===== config.mk =====
export PLATFORM = sky130hd
export DESIGN_NAME = boost_prot_gate
export DESIGN_NICKNAME = d
export VERILOG_FILES = /design/src/rtl/boost_prot_pkg.sv /design/src/rtl/boost_prot_chan.sv /design/src/rtl/boost_prot_ctrl.sv /design/src/rtl/boost_prot_dp.sv /design/src/rtl/boost_prot_gate.sv
export SDC_FILE = /design/constraint.sdc
export NUM_CORES = 1
export LEC_CHECK = 0
export BUFFER_PORTS_ARGS = -buffer_cell sky130_fd_sc_hd__buf_2
export CAP_MARGIN = 40
export CORE_AREA = 5 5 42 44
export DETAILED_ROUTE_END_ITERATION = 6
export DIE_AREA = 0 0 47 49
export GPL_ROUTABILITY_DRIVEN = 0
export SLEW_MARGIN = 20
export SYNTH_ARGS = -nofsm -noshare
export SYNTH_HDL_FRONTEND = slang
export SYNTH_SLANG_ARGS = --single-unit
export TNS_END_PERCENT = 50

===== constraint.sdc =====
create_clock -name clk -period 0.9 [get_ports clk]
set_input_delay 0.09 -clock clk [delete_from_list [all_inputs] [get_ports clk]]
set_output_delay 0.09 -clock clk [all_outputs]
set_load 0.02 [all_outputs]

===== src/rtl/boost_prot_pkg.sv =====
package boost_prot_pkg;

  // Decisions handed from the fault control to the switch datapath.
  typedef struct packed {
    logic swStop;    // switching must be held off this cycle
    logic ocpHit;    // over-current: end the present cycle
    logic turnOff;   // normal end of on time
    logic sysStop;   // whole-system stop (latched or supply/standby/thermal)
    logic timerReq;  // ask the fault timer to run
  } protStrobe_t;

endpackage


===== src/rtl/boost_prot_chan.sv =====
module boost_prot_chan #(
  parameter int NUM_CH = 6
) (
  input  logic [NUM_CH-1:0] pwmIn,
  input  logic [NUM_CH-1:0] chanStopped,
  output logic              allStopped,
  output logic              anyPwm
);

  localparam int LAST = NUM_CH - 1;

  logic [NUM_CH-1:0] stopChain;
  logic [NUM_CH-1:0] pwmChain;

  assign stopChain[0] = chanStopped[0];
  assign pwmChain[0]  = pwmIn[0];

  genvar gi;
  generate
    for (gi = 1; gi < NUM_CH; gi++) begin : gChain
      assign stopChain[gi] = stopChain[gi-1] & chanStopped[gi];
      assign pwmChain[gi]  = pwmChain[gi-1]  | pwmIn[gi];
    end
  endgenerate

  assign allStopped = stopChain[LAST];
  assign anyPwm     = pwmChain[LAST];

endmodule


===== src/rtl/boost_prot_ctrl.sv =====
module boost_prot_ctrl
  import boost_prot_pkg::*;
(
  input  logic        clk,
  input  logic        rstN,
  input  logic        cmpOff,
  input  logic        ocpFlag,
  input  logic        ovpFlag,
  input  logic        scpFlag,
  input  logic        uvloFlag,
  input  logic        stbyFlag,
  input  logic        tsdFlag,
  input  logic        failMode,
  input  logic        timerDone,
  input  logic        failRst,
  input  logic        allStopped,
  output protStrobe_t strb
);

  logic sysLatch;
  logic latchClr;
  logic latchSet;
  logic latchNext;
  logic supplyStop;

  // Clearing sources dominate: a held fail-reset masks a new latch.
  assign latchClr   = failRst | uvloFlag | stbyFlag;
  assign latchSet   = ~failMode & scpFlag & timerDone;
  assign supplyStop = uvloFlag | stbyFlag | tsdFlag;

  always_comb begin
    if (latchClr) latchNext = 1'b0;
    else          latchNext = sysLatch | latchSet;
  end

  always_ff @(posedge clk or negedge rstN) begin
    if (!rstN) sysLatch <= 1'b0;
    else       sysLatch <= latchNext;
  end

  always_comb begin
    strb.sysStop  = latchNext | supplyStop;
    strb.swStop   = strb.sysStop | ovpFlag | scpFlag | allStopped;
    strb.ocpHit   = ocpFlag;
    strb.turnOff  = cmpOff;
    strb.timerReq = ~failMode & scpFlag & ~latchNext;
  end

  AST_LATCH_HOLDS: assert property (@(posedge clk) disable iff (!rstN)
    (sysLatch && !failRst && !uvloFlag && !stbyFlag) |=> sysLatch);
  AST_CLEAR_WINS: assert property (@(posedge clk) disable iff (!rstN)
    (failRst || uvloFlag || stbyFlag) |=> !sysLatch);
  AST_ONESHOT_NO_LATCH: assert property (@(posedge clk) disable iff (!rstN)
    (failMode && !sysLatch) |=> !sysLatch);

endmodule


===== src/rtl/boost_prot_dp.sv =====
module boost_prot_dp
  import boost_prot_pkg::*;
(
  input  logic        clk,
  input  logic        rstN,
  input  logic        oscSet,
  input  protStrobe_t strb,
  input  logic        ssDone,
  input  logic        anyPwm,
  output logic        gateOut,
  output logic        sysStop,
  output logic        ssDischarge,
  output logic        ledStop,
  output logic        timerReq,
  output logic        fbFromOvp
);

  logic gateQ;
  logic gateNext;

  // Priority: stop > over-current > oscillator set > comparator off > hold.
  always_comb begin
    if (strb.swStop)      gateNext = 1'b0;
    else if (strb.ocpHit) gateNext = 1'b0;
    else if (oscSet)      gateNext = 1'b1;
    else if (strb.turnOff) gateNext = 1'b0;
    else                  gateNext = gateQ;
  end

  always_ff @(posedge clk or negedge rstN) begin
    if (!rstN) begin
      gateQ       <= 1'b0;
      sysStop     <= 1'b0;
      ssDischarge <= 1'b0;
      ledStop     <= 1'b0;
      timerReq    <= 1'b0;
      fbFromOvp   <= 1'b0;
    end else begin
      gateQ       <= gateNext;
      sysStop     <= strb.sysStop;
      ssDischarge <= strb.sysStop;
      ledStop     <= strb.sysStop;
      timerReq    <= strb.timerReq;
      fbFromOvp   <= ~ssDone & ~anyPwm;
    end
  end

  assign gateOut = gateQ;

  AST_GATE_RISE_NEEDS_SET: assert property (@(posedge clk) disable iff (!rstN)
    $rose(gateQ) |-> $past(oscSet));
  AST_OCP_BLANKS: assert property (@(posedge clk) disable iff (!rstN)
    strb.ocpHit |=> !gateQ);
  AST_STOP_BEATS_SET: assert property (@(posedge clk) disable iff (!rstN)
    strb.swStop |=> !gateQ);
  AST_SYSSTOP_GATE_OFF: assert property (@(posedge clk) disable iff (!rstN)
    sysStop |-> !gateQ);

endmodule


===== src/rtl/boost_prot_gate.sv =====
module boost_prot_gate
  import boost_prot_pkg::*;
#(
  parameter int NUM_CH = 6
) (
  input  logic              clk,
  input  logic              rstN,
  input  logic              oscSet,
  input  logic              cmpOff,
  input  logic              ocpFlag,
  input  logic              ovpFlag,
  input  logic              scpFlag,
  input  logic              uvloFlag,
  input  logic              stbyFlag,
  input  logic              tsdFlag,
  input  logic              failMode,
  input  logic              timerDone,
  input  logic              failRst,
  input  logic              ssDone,
  input  logic [NUM_CH-1:0] pwmIn,
  input  logic [NUM_CH-1:0] chanStopped,
  output logic              gateOut,
  output logic              sysStop,
  output logic              ssDischarge,
  output logic              ledStop,
  output logic              timerReq,
  output logic              fbFromOvp
);

  protStrobe_t strb;
  logic        allStopped;
  logic        anyPwm;

  boost_prot_chan #(.NUM_CH(NUM_CH)) uChan (
    .pwmIn       (pwmIn),
    .chanStopped (chanStopped),
    .allStopped  (allStopped),
    .anyPwm      (anyPwm)
  );

  boost_prot_ctrl uCtrl (
    .clk        (clk),
    .rstN       (rstN),
    .cmpOff     (cmpOff),
    .ocpFlag    (ocpFlag),
    .ovpFlag    (ovpFlag),
    .scpFlag    (scpFlag),
    .uvloFlag   (uvloFlag),
    .stbyFlag   (stbyFlag),
    .tsdFlag    (tsdFlag),
    .failMode   (failMode),
    .timerDone  (timerDone),
    .failRst    (failRst),
    .allStopped (allStopped),
    .strb       (strb)
  );

  boost_prot_dp uDp (
    .clk         (clk),
    .rstN        (rstN),
    .oscSet      (oscSet),
    .strb        (strb),
    .ssDone      (ssDone),
    .anyPwm      (anyPwm),
    .gateOut     (gateOut),
    .sysStop     (sysStop),
    .ssDischarge (ssDischarge),
    .ledStop     (ledStop),
    .timerReq    (timerReq),
    .fbFromOvp   (fbFromOvp)
  );

endmodule


-- After elaboration in Yosys (flattened, before gate mapping)
Index checks and enable logic that the tools add are counted.
- multiplexer cells: 5
- bitwise operators: 27
- reduce and logical (&&, ||, !) cells: 1
- operators with widths (kind ; number):
    bitwise OR 1 bit ; 14
    AND 1 bit ; 9
    2-to-1 mux 1 bit ; 5
    NOT 1 bit ; 4
    nonzero test 4 bit ; 1
- register bits after elaboration: 5
- output and inout port bits: 6

-- Logic depth before layout (Yosys ltp)
Gate-level depths: netlist of run 1.
- depth in word-level cells: 10
- gate-level depth with buffers: 3
- depth with buffers taken out: 3

-- By module
From an unflattened synthesis of run 1, not the netlist that was laid out.
- cells, all modules: 29
- area total of the unflattened synthesis: 285.3 µm²
- by module, submodules not included (module ; instances ; cells an instance ; area each (µm²) ; seq. area each (µm²)):
    boost_prot_dp ; 1 ; 10 ; 143.9 ; 100.1
    boost_prot_ctrl ; 1 ; 13 ; 113.9 ; 25.0
    boost_prot_chan ; 1 ; 6 ; 27.5 ; 0.0

-- Least setup slack after synthesis of run 1
OpenSTA, ideal clock, no wires.
- path type: reg2reg
- start point: register uDp.gateOut (netlist name)
- end point: register uDp.gateQ (netlist: uDp.gateOut)
- data arrival time: 0.849 ns
- data required time: 0.801 ns
- slack: -0.048 ns
- stages on the path, launching flop included: 4
- period minus slack after synthesis: 0.948 ns
- cell sequence: dfrtp_1 -> nor2b_1 -> o21ai_0 -> a311oi_1
- RTL lines (item ; line ; text):
    end signal, assigned ; boost_prot_dp.sv:39 ; gateQ <= gateNext;
    end, declared ; boost_prot_dp.sv:18 ; logic gateQ;

==> impl_metrics.json, run 1 <==
{
  "grt_pass1_vias": 346,
  "powerDensity_mw_per_mm2": 1220,
  "holdPathStages": 2,
  "synth_area_um2": 245,
  "synth_warnings": 0,
  "start_util_pct": 17.5,
  "core_area_mm2": 0.00140,
  "critPathKind": "reg -> reg",
  "async_flop_share_pct": 100,
  "final_hold_viol_count": 0,
  "vias": 300,
  "yosys.area.top_type": "dfrtp_1",
  "ys.flop_type": "dfrtp_1",
  "rsz0062_at_grt": "yes",
  "ant_nets": 0,
  "setup_viol": 0,
  "synth-seq-cells": 5,
  "finalCritPeriodShare_pct": 99.5,
  "grt_start_max_net_pins": 6,
  "path_max_fanout": 2,
  "finalClockSkew_ns": 0.00521,
  "synth.top_cell.area_share_pct": 51.0,
  "cp.arrival_ns": 1.04,
  "synth-edff-count": 0,
  "die_y_um": 49,
  "fmax_mhz": 1120,
  "cts_buffers": 3,
  "avgSynthCellArea_um2": 12.3,
  "peakVddDrop_v": 0.000576,
  "fin_nets": 85,
  "fp-row-count": 14,
  "maxSlewHeadroom_pct": 84.1,
  "r2r-end": "uDp.gateOut",
  "tns_ns": 0,
  "root_buffer": "clkbuf_4",
  "cts_tree": "yes",
  "drive_above_1_share_pct": 69.0,
  "r2r-start": "uCtrl.sysLatch",
  "h-tree-depth": 1,
  "worstMarginPinSlew_ns": 0.236,
  "synthTopCellsByCount": "dfrtp_1 (5), buf_4 (2), nor3_1 (2)",
  "grt.total_usage_pct": 8.70,
  "yosysUniqueCellTypes": 14,
  "reg2reg_slack_ns": 0.004,
  "period_needed_ns": 0.896,
  "syn_nets": 46,
  "required_ns": 1.05,
  "numPortBuffers": 31,
  "rr_worst_depth": 3,
  "insertedDiodeCount": 0,
  "final_max_slew_viol_count": 0,
  "overflow": 0,
  "power_leakage_nw": 0.245,
  "preCtsSetupSlack_ns": -0.0372,
  "detail_route.wl_per_cell_um": 11.2,
  "worst_slack_ns": 0.00439,
  "fp.dieArea_mm2": 0.00230,
  "post-cts-setup-buffers": 0,
  "yosysSeqAreaShare_pct": 51.0,
  "synth_cells": 20,
  "ios": 32,
  "syn2layout_area_growth_pct": 103,
  "path_clk_slew_ns": 0.05,
  "power_w": 0.000607,
  "hold_end": "uDp.timerReq",
  "synth.most_common_cell": "dfrtp_1",
  "drt_wl_total_um": 828,
  "start_kind": "flip-flop",
  "synthTopCellsByArea": "dfrtp_1 (51%), buf_4 (6.1%), a211oi_2 (5.1%), nor4_2 (5.1%), nand4bb_1 (4.6%)",
  "min-delay-start": "failMode",
  "maxCapViolCount": 0,
  "die_x_um": 47,
  "end_kind": "flip-flop",
  "status": "complete, no violations",
  "drcViolationCount": 0,
  "clk_latency_ns": 0.24,
  "clk_path_buf_depth": 2,
  "hold_class": "in -> reg",
  "nFillCells": 152,
  "cts.sinks": 5,
  "grt_first_pass_wirelength_mm": 1.35,
  "drtIter0Drc": 0,
  "dr.pass1.iters": 1,
  "antenna_found_initial": 0,
  "vias_per_cell": 4.05
}
-- cells by family (layout without fill, tap and decap cells) --
group / Yosys count / after routing / synth area share, %
AO/OA/AOI/OAI: 3 / 3 / 10.7
buffers and inverters: 2 / 40 / 6.12
AND/OR/NAND/NOR: 10 / 10 / 32.1
flip-flops: 5 / 5 / 51.0
-- area by class of cell --
cell class / instances / area [um^2] / area share (%)
Timing Repair Buffer: 36 / 209 / 42.1
Clock buffer: 4 / 26.3 / 5.29
Multi-Input combinational cell: 13 / 116 / 23.4
Tap cell: 16 / 20.0 / 4.03
Sequential cell: 5 / 125 / 25.2
-- state kept, by name (all words and copies together) (netlist names) --
name and flops:
uCtrl.sysLatch 1, uDp.fbFromOvp 1, uDp.gateOut 1, uDp.sysStop 1
uDp.timerReq 1
-- stage by stage --
step / area, um^2 / utilization (%) / hold WS, ns / cells
after floorplan: 245 / - / -0.206 / 20
after global placement: 413 / 29.5 / -0.0913 / 66
after detailed placement: 413 / 29.5 / -0.0899 / 66
after CTS: 469 / 33.5 / 0.000319 / 73
after global routing: 497 / 35.4 / 0.0145 / 74
final: 497 / 35.4 / 0.0268 / 74
-- worst max-delay path, cell delays in order, from the launching register on --
cell	delay (ns)
dfrtp_1	0.36
nand2b_1	0.12
nand3_2	0.09
a311oi_2	0.24
-- cell usage in the layout, fill, tap and decap left out, drive strengths merged --
master | netlist | layout
a211oi | 1 | 1
a311oi | 1 | 1
and4 | 1 | 1
buf | 2 | 32
clkbuf | 0 | 4
dfrtp | 5 | 5
dlygate4sd3 | 0 | 4
nand2b | 1 | 1
nand3 | 1 | 1
nand4bb | 1 | 1
nor2b | 1 | 1
nor3 | 2 | 2
nor3b | 1 | 1
nor4 | 1 | 1
o21ai | 1 | 1
or4 | 1 | 1
-- worst max path at each step --
stage	start	end	slack [ns]	depth (start not counted)
final	uCtrl.sysLatch	uDp.gateOut	0.004	3
after global routing	uCtrl.sysLatch	uDp.gateOut	-0.05	3
after CTS	uCtrl.sysLatch	uDp.gateOut	0.008	3
after detailed placement	pwmIn[3]	uDp.fbFromOvp	-0.04	3
after global placement	uCtrl.sysLatch	uDp.gateOut	-0.05	3
after floorplan	uDp.gateOut	uDp.gateOut	-0.004	3
-- where the power goes --
group | total [W] | internal (W) | switching, W
clock | 0.000259 | 0.000168 | 0.0000918
combinational | 0.000114 | 0.0000687 | 0.0000455
sequential | 0.000233 | 0.000231 | 0.00000223
-- metal layers --
| metal | routed length [um] | vias up | share of wire (%) | track usage, % |
|---|---|---|---|---|
| met5 | 0 | - | 0 | 0 |
| met4 | 12 | 0 | 1.4 | 8.29 |
| met3 | 206 | 2 | 25 | 6.27 |
| met2 | 288 | 31 | 35 | 9.73 |
| met1 | 321 | 116 | 39 | 10.0 |
| li1 | - | 151 | - | - |
-- timing repair --
item                       4_1_cts  5_1_grt
hold endpoints to repair         6        1
pin swaps                        1        2
hold buffers                     3        1
setup endpoints to repair        1        5
gates resized for setup          0        4
Note: power is estimated with default switching activity, not from simulation.
==> run 2, diff against run 1 <==
--- a/config.mk
+++ b/config.mk
@@ -5,6 +5,7 @@
 export SDC_FILE = /design/constraint.sdc
 export NUM_CORES = 1
 export LEC_CHECK = 0
+export ABC_AREA = 1
 export BUFFER_PORTS_ARGS = -buffer_cell sky130_fd_sc_hd__buf_2
 export CAP_MARGIN = 40
 export CORE_AREA = 5 5 42 44
==> run 2 against run 1 <==
Effect of this change: critical path depth shrank 2; clock skew is 0.0037 ns lower; register-to-register slack better by 0.15 ns; design area decreased by 6.0%; clock power barely moved; combinational power decreased by 6%; final cell count grew 14%; critical path type is now reg -> out; highest routed layer unchanged.
==> impl_metrics.json, run 2 <==
{
  "status": "complete, no violations",
  "fin_util_pct": 33.3,
  "cp.arrival_ns": 0.77,
  "synth-seq-cells": 5,
  "grtUsageMet2_pct": 9.50,
  "h-tree-depth": 1,
  "synth_area_um2": 260,
  "clk_latency_ns": 0.24,
  "cpPeakStageDelay_ns": 0.37,
  "use_met1_pct": 5.83,
  "path_max_fanout": 3,
  "ant_nets": 0,
  "path_clk_slew_ns": 0.04,
  "fmax_mhz": 1160,
  "synth.top_cell.area_share_pct": 48.1,
  "fp.dieArea_mm2": 0.00230,
  "vias_per_cell": 3.77,
  "yosys.area.top_type": "dfrtp_1",
  "hold_class": "in -> reg",
  "die_x_um": 47,
  "reg2reg_slack_ns": 0.15,
  "maxCapViolCount": 0,
  "synth-edff-count": 0,
  "maxSlewHeadroom_pct": 84.9,
  "power_w": 0.000598,
  "vias": 317,
  "slowest_stage": "dfrtp_1",
  "cts.sinks": 5,
  "period_needed_ns": 0.861,
  "clk_path_buf_depth": 2,
  "power_leakage_nw": 0.269,
  "drtIter0Drc": 2,
  "end_kind": "primary output",
  "drive_above_1_share_pct": 52.9,
  "peakVddDrop_v": 0.000530,
  "insertedDiodeCount": 0,
  "die_y_um": 49,
  "worstMarginPinSlew_ns": 0.224,
  "fin_nets": 95,
  "grtUsageMet3_pct": 3.69,
  "yosysSeqAreaShare_pct": 48.1,
  "dpl_cell_area_um2": 420,
  "required_ns": 0.81,
  "final_hold_viol_count": 0,
  "detail_route.wl_per_cell_um": 8.55,
  "async_flop_share_pct": 100,
  "grt_first_pass_wirelength_um": 966,
  "syn2layout_area_growth_pct": 79.3,
  "cp_top_family": "flip-flops",
  "ios": 32,
  "start_kind": "flip-flop",
  "drt_wl_total_um": 718,
  "post-route-cell-area_um2": 467,
  "overflow": 0,
  "finalCritPeriodShare_pct": 95.7,
  "postCtsHoldBufs": 2,
  "setup_viol": 0,
  "path_cells": "buf_2",
  "root_buffer": "clkbuf_4",
  "final_max_slew_viol_count": 0,
  "critPathKind": "reg -> out",
  "grt.total_usage_pct": 6.38,
  "avgSynthCellArea_um2": 7.89,
  "final_cell_mix": "buf_2 (31), nand2_1 (9), inv_1 (5), nor2_1 (5), dfrtp_1 (5)",
  "fin_cells": 84,
  "yosysUniqueCellTypes": 10,
  "path_buf_inv": 1,
  "syn_nets": 59,
  "final_common_cell": "buf_2",
  "synth_warnings": 0,
  "core_area_mm2": 0.00140,
  "cts_tree": "yes",
  "top_usage_layer": "met2",
  "cts_buffers": 3,
  "rsz0062_at_grt": "no",
  "powerDensity_mw_per_mm2": 1280,
  "finalClockSkew_ns": 0.00148,
  "numPortBuffers": 31,
  "synth.most_common_cell": "nand2_1",
  "place.detailed.instances": 78,
  "start_util_pct": 18.6,
  "synthTopCellsByCount": "nand2_1 (9), dfrtp_1 (5), inv_1 (5), nor2_1 (5)",
  "grt_start_max_net_pins": 6,
  "synthTopCellsByArea": "dfrtp_1 (48%), nand2_1 (13%), nor3_2 (7.7%), inv_1 (7.2%), nor2_1 (7.2%)",
  "grt_pass1_vias": 258,
  "dr.pass1.iters": 2,
  "post-cts-setup-buffers": 0,
  "tns_ns": 0,
  "fp-row-count": 14,
  "antenna_found_initial": 0,
  "synth_cells": 33,
  "drcViolationCount": 0,
  "ys.flop_type": "dfrtp_1"
}
## run 2: worst register-to-register path, cell delays in order (launching register included)
cell      delay [ns]
dfrtp_1         0.33
inv_1           0.04
o21bai_1        0.12
nand3_1         0.09
nor2_1          0.10
## run 2: path summary, 6_finish.rpt
check / endpoint / depth (start not counted) / from
worst min-delay path: uDp.fbFromOvp / 2 / pwmIn[5]
min in group asynchronous: uCtrl.sysLatch / 2 / rstN
max in group asynchronous: uDp.sysStop / 2 / rstN
worst max-delay path: sysStop / 1 / uDp.sysStop
worst max register to register: uDp.gateOut / 4 / uDp.gateOut
worst min register to register: uCtrl.sysLatch / 4 / uCtrl.sysLatch
## run 2: logic make-up (layout without fill, tap and decap cells)
family / count (synthesis) / count (layout) / synth area share [%]
AOI/OAI and AO/OA: 1 / 1 / 2.89
and+or+nand+nor: 20 / 20 / 36.1
DFF: 5 / 5 / 48.1
buffers and inverters: 7 / 42 / 13.0
## run 2: timing repair
| action | CTS | global route |
|---|---|---|
| gates resized for setup | 0 | 0 |
| setup endpoints to repair | 0 | 0 |
| hold endpoints to repair | 6 | 1 |
## run 2: area by class of cell
cell class | instances | area, um^2
multi-input combinational | 21 | 101
timing repair buffer | 33 | 175
tap | 16 | 20.0
clock buffer | 4 | 26.3
inverter | 5 | 18.8
sequential | 5 | 125
fill | 158 | 935
## run 2: per-layer routing
| layer | up-vias | routed length (um) |
|---|---|---|
| met4 | 0 | 17 |
| met3 | 2 | 169 |
| li1 | 169 | - |
| met5 | - | 0 |
| met2 | 28 | 288 |
| met1 | 118 | 243 |
## run 2: per-stage QoR
step	worst slack [ns]	hold WS (ns)
CTS	0.0261	0.000834
floorplan	0.0682	-0.206
detailed placement	0.152	-0.0909
global placement	0.179	-0.0930
finish	0.0390	0.00561
global route	0.00312	-0.00560
## run 2: where the power goes
group          switching (W)  internal (W)
Sequential        0.00000163      0.000231
Clock              0.0000911      0.000168
Combinational      0.0000473     0.0000599
==> run 3, diff against run 2 <==
--- a/config.mk
+++ b/config.mk
@@ -12,6 +12,7 @@
 export DETAILED_ROUTE_END_ITERATION = 6
 export DIE_AREA = 0 0 47 49
 export GPL_ROUTABILITY_DRIVEN = 0
+export HOLD_SLACK_MARGIN = 0.03
 export SLEW_MARGIN = 20
 export SYNTH_ARGS = -nofsm -noshare
 export SYNTH_HDL_FRONTEND = slang
==> run 3 against run 2 <==
Effect of this change: critical path type unchanged; global-route usage rose by 0.43 points; flip-flop and latch count did not move; non-clock buffer count grew 2; clock-buffer cell count unchanged; final cell count up 2.4%; sequential share of layout area down 1.4 points.
==> impl_metrics.json, run 3 (same netlist as run 2, synthesis figures left out) <==
{
  "status": "complete, no violations",
  "start_util_pct": 18.6,
  "root_buffer": "clkbuf_4",
  "internal_power_w": 0.000464,
  "fmax_mhz": 1160,
  "cts_tree": "yes",
  "antenna_found_initial": 0,
  "final_common_cell": "buf_2",
  "path_buf_inv": 1,
  "start_kind": "flip-flop",
  "r2r-start": "uDp.gateOut",
  "slowest_stage": "dfrtp_1",
  "grt_start_max_net_pins": 6,
  "post-route-cell-area_um2": 493,
  "place.detailed.instances": 78,
  "path_max_fanout": 3,
  "fp.dieArea_mm2": 0.00230,
  "post-cts-setup-buffers": 0,
  "power_frac_comb_pct": 19.1,
  "powerDensity_mw_per_mm2": 1230,
  "final_cell_mix": "buf_2 (31), nand2_1 (9), inv_1 (5), nor2_1 (5), dfrtp_1 (5)",
  "cts_buffers": 3,
  "cpPeakStageDelay_ns": 0.37,
  "fin_nets": 97,
  "h-tree-depth": 1,
  "die_x_um": 47,
  "overflow": 0,
  "insertedDiodeCount": 0,
  "grt_pass1_vias": 271,
  "cp.arrival_ns": 0.77,
  "final_hold_viol_count": 0,
  "p_seq_share_pct": 38.3,
  "ios": 32,
  "netSwitchingPower_w": 0.000143,
  "maxSlewHeadroom_pct": 88.2,
  "min-delay-start": "tsdFlag",
  "finalClockSkew_ns": 0.00146,
  "critPathKind": "reg -> out",
  "core_area_mm2": 0.00140,
  "clk_path_buf_depth": 2,
  "r2r-end": "uDp.gateOut",
  "setup_viol": 0,
  "hold_slack_ns": 0.0793,
  "clkPwrFrac_pct": 42.6,
  "maxCapViolCount": 0,
  "cts.sinks": 5,
  "hold_end": "uDp.sysStop",
  "detail_route.wl_per_cell_um": 8.91,
  "hold_class": "in -> reg",
  "period_needed_ns": 0.861,
  "worstMarginPinSlew_ns": 0.176,
  "power_leakage_nw": 0.277,
  "drt_wl_total_um": 766,
  "holdPathStages": 3,
  "grt.total_usage_pct": 6.80,
  "peakVddDrop_v": 0.000559,
  "path_clk_slew_ns": 0.04,
  "fin_cells": 86,
  "drive_above_1_share_pct": 52.9,
  "grt_first_pass_wirelength_mm": 1.02,
  "clk_latency_ns": 0.24,
  "finalCritPeriodShare_pct": 95.7,
  "end_kind": "primary output",
  "drcViolationCount": 0,
  "syn2layout_area_growth_pct": 89.4,
  "final_max_slew_viol_count": 0,
  "die_y_um": 49,
  "dr.pass1.iters": 2,
  "vias": 325,
  "fp-row-count": 14,
  "sw_frac_of_total_pct": 23.5,
  "tns_ns": 0,
  "ant_nets": 0,
  "rsz0062_at_grt": "no",
  "cp_top_family": "flip-flops",
  "vias_per_cell": 3.78,
  "dpl_cell_area_um2": 420,
  "rr_worst_depth": 4,
  "numPortBuffers": 31,
  "reg2reg_slack_ns": 0.15,
  "drtIter0Drc": 2,
  "path_cells": "buf_2",
  "required_ns": 0.81
}
==> run 3: cell count changes in the layout (fill, tap and decap cells not counted) <==
cell	delta
dlygate4sd3_1	+2
nor4_1	-1
nor4_2	+1
==> run 3: worst max path at each step <==
stage / start / end / slack (ns) / cells past startpoint
after global placement: uCtrl.sysLatch / uDp.gateOut / 0.18 / 5
after detailed placement: uDp.gateOut / uDp.gateOut / 0.15 / 4
after floorplan: uDp.gateOut / uDp.gateOut / 0.07 / 4
final: uDp.sysStop / sysStop / 0.04 / 1
after CTS: uDp.sysStop / sysStop / 0.03 / 1
after global routing: pwmIn[4] / uDp.fbFromOvp / 0.001 / 3
==> run 3: cell type report <==
| cell class | instances | area, um^2 |
|---|---|---|
| fillers | 155 | 908 |
| inverters | 5 | 18.8 |
| multi-input cells | 21 | 108 |
| clock buffers | 4 | 26.3 |
| well taps | 16 | 20.0 |
| flip-flops and latches | 5 | 125 |
| repair buffers | 35 | 195 |
==> run 3: routing by layer <==
| metal | share of wire [%] | routed length, um | track usage, % | vias to the layer above |
|---|---|---|---|---|
| met4 | 2.2 | 17 | 5.53 | 0 |
| met2 | 44 | 337 | 10.9 | 28 |
| met3 | 21 | 160 | 3.69 | 2 |
| li1 | - | - | - | 173 |
| met5 | 0 | 0 | 0 | - |
| met1 | 33 | 252 | 5.83 | 122 |
==> run 3: what timing repair did <==
item / 4_1_cts / 5_1_grt
hold buffers: 4 / 0
setup endpoints to repair: 0 / 1
endpoints found under the hold margin: 6 / 0
gates resized for setup: 0 / 1
==> run 3: power groups by stage <==
stage          Clock [W]  Combinational (W)  Sequential (W)
3_3_place_gp           0           0.000100        0.000236
2_1_floorplan          0          0.0000300        0.000242
6_report        0.000259           0.000116        0.000232
3_5_place_dp           0           0.000102        0.000236
4_1_cts         0.000266           0.000116        0.000233
5_1_grt         0.000298           0.000128        0.000232
==> run 3: worst reg2reg max path: cells and delay by family, from the launching register on <==
| family | cells | cell delay [ns] |
|---|---|---|
| buffers and inverters | 1 | 0.04 |
| AOI/OAI and AO/OA | 1 | 0.12 |
| DFF | 1 | 0.33 |
| and+or+nand+nor | 2 | 0.19 |
==> run 3: per-stage QoR <==
stage | utilization, % | setup WS, ns | power [W]
after floorplan | - | 0.0682 | 0.000272
after global placement | 30.0 | 0.179 | 0.000336
after detailed placement | 30.0 | 0.152 | 0.000338
after CTS | 34.7 | 0.0261 | 0.000615
after global routing | 35.2 | 0.00126 | 0.000658
final | 35.2 | 0.0390 | 0.000607
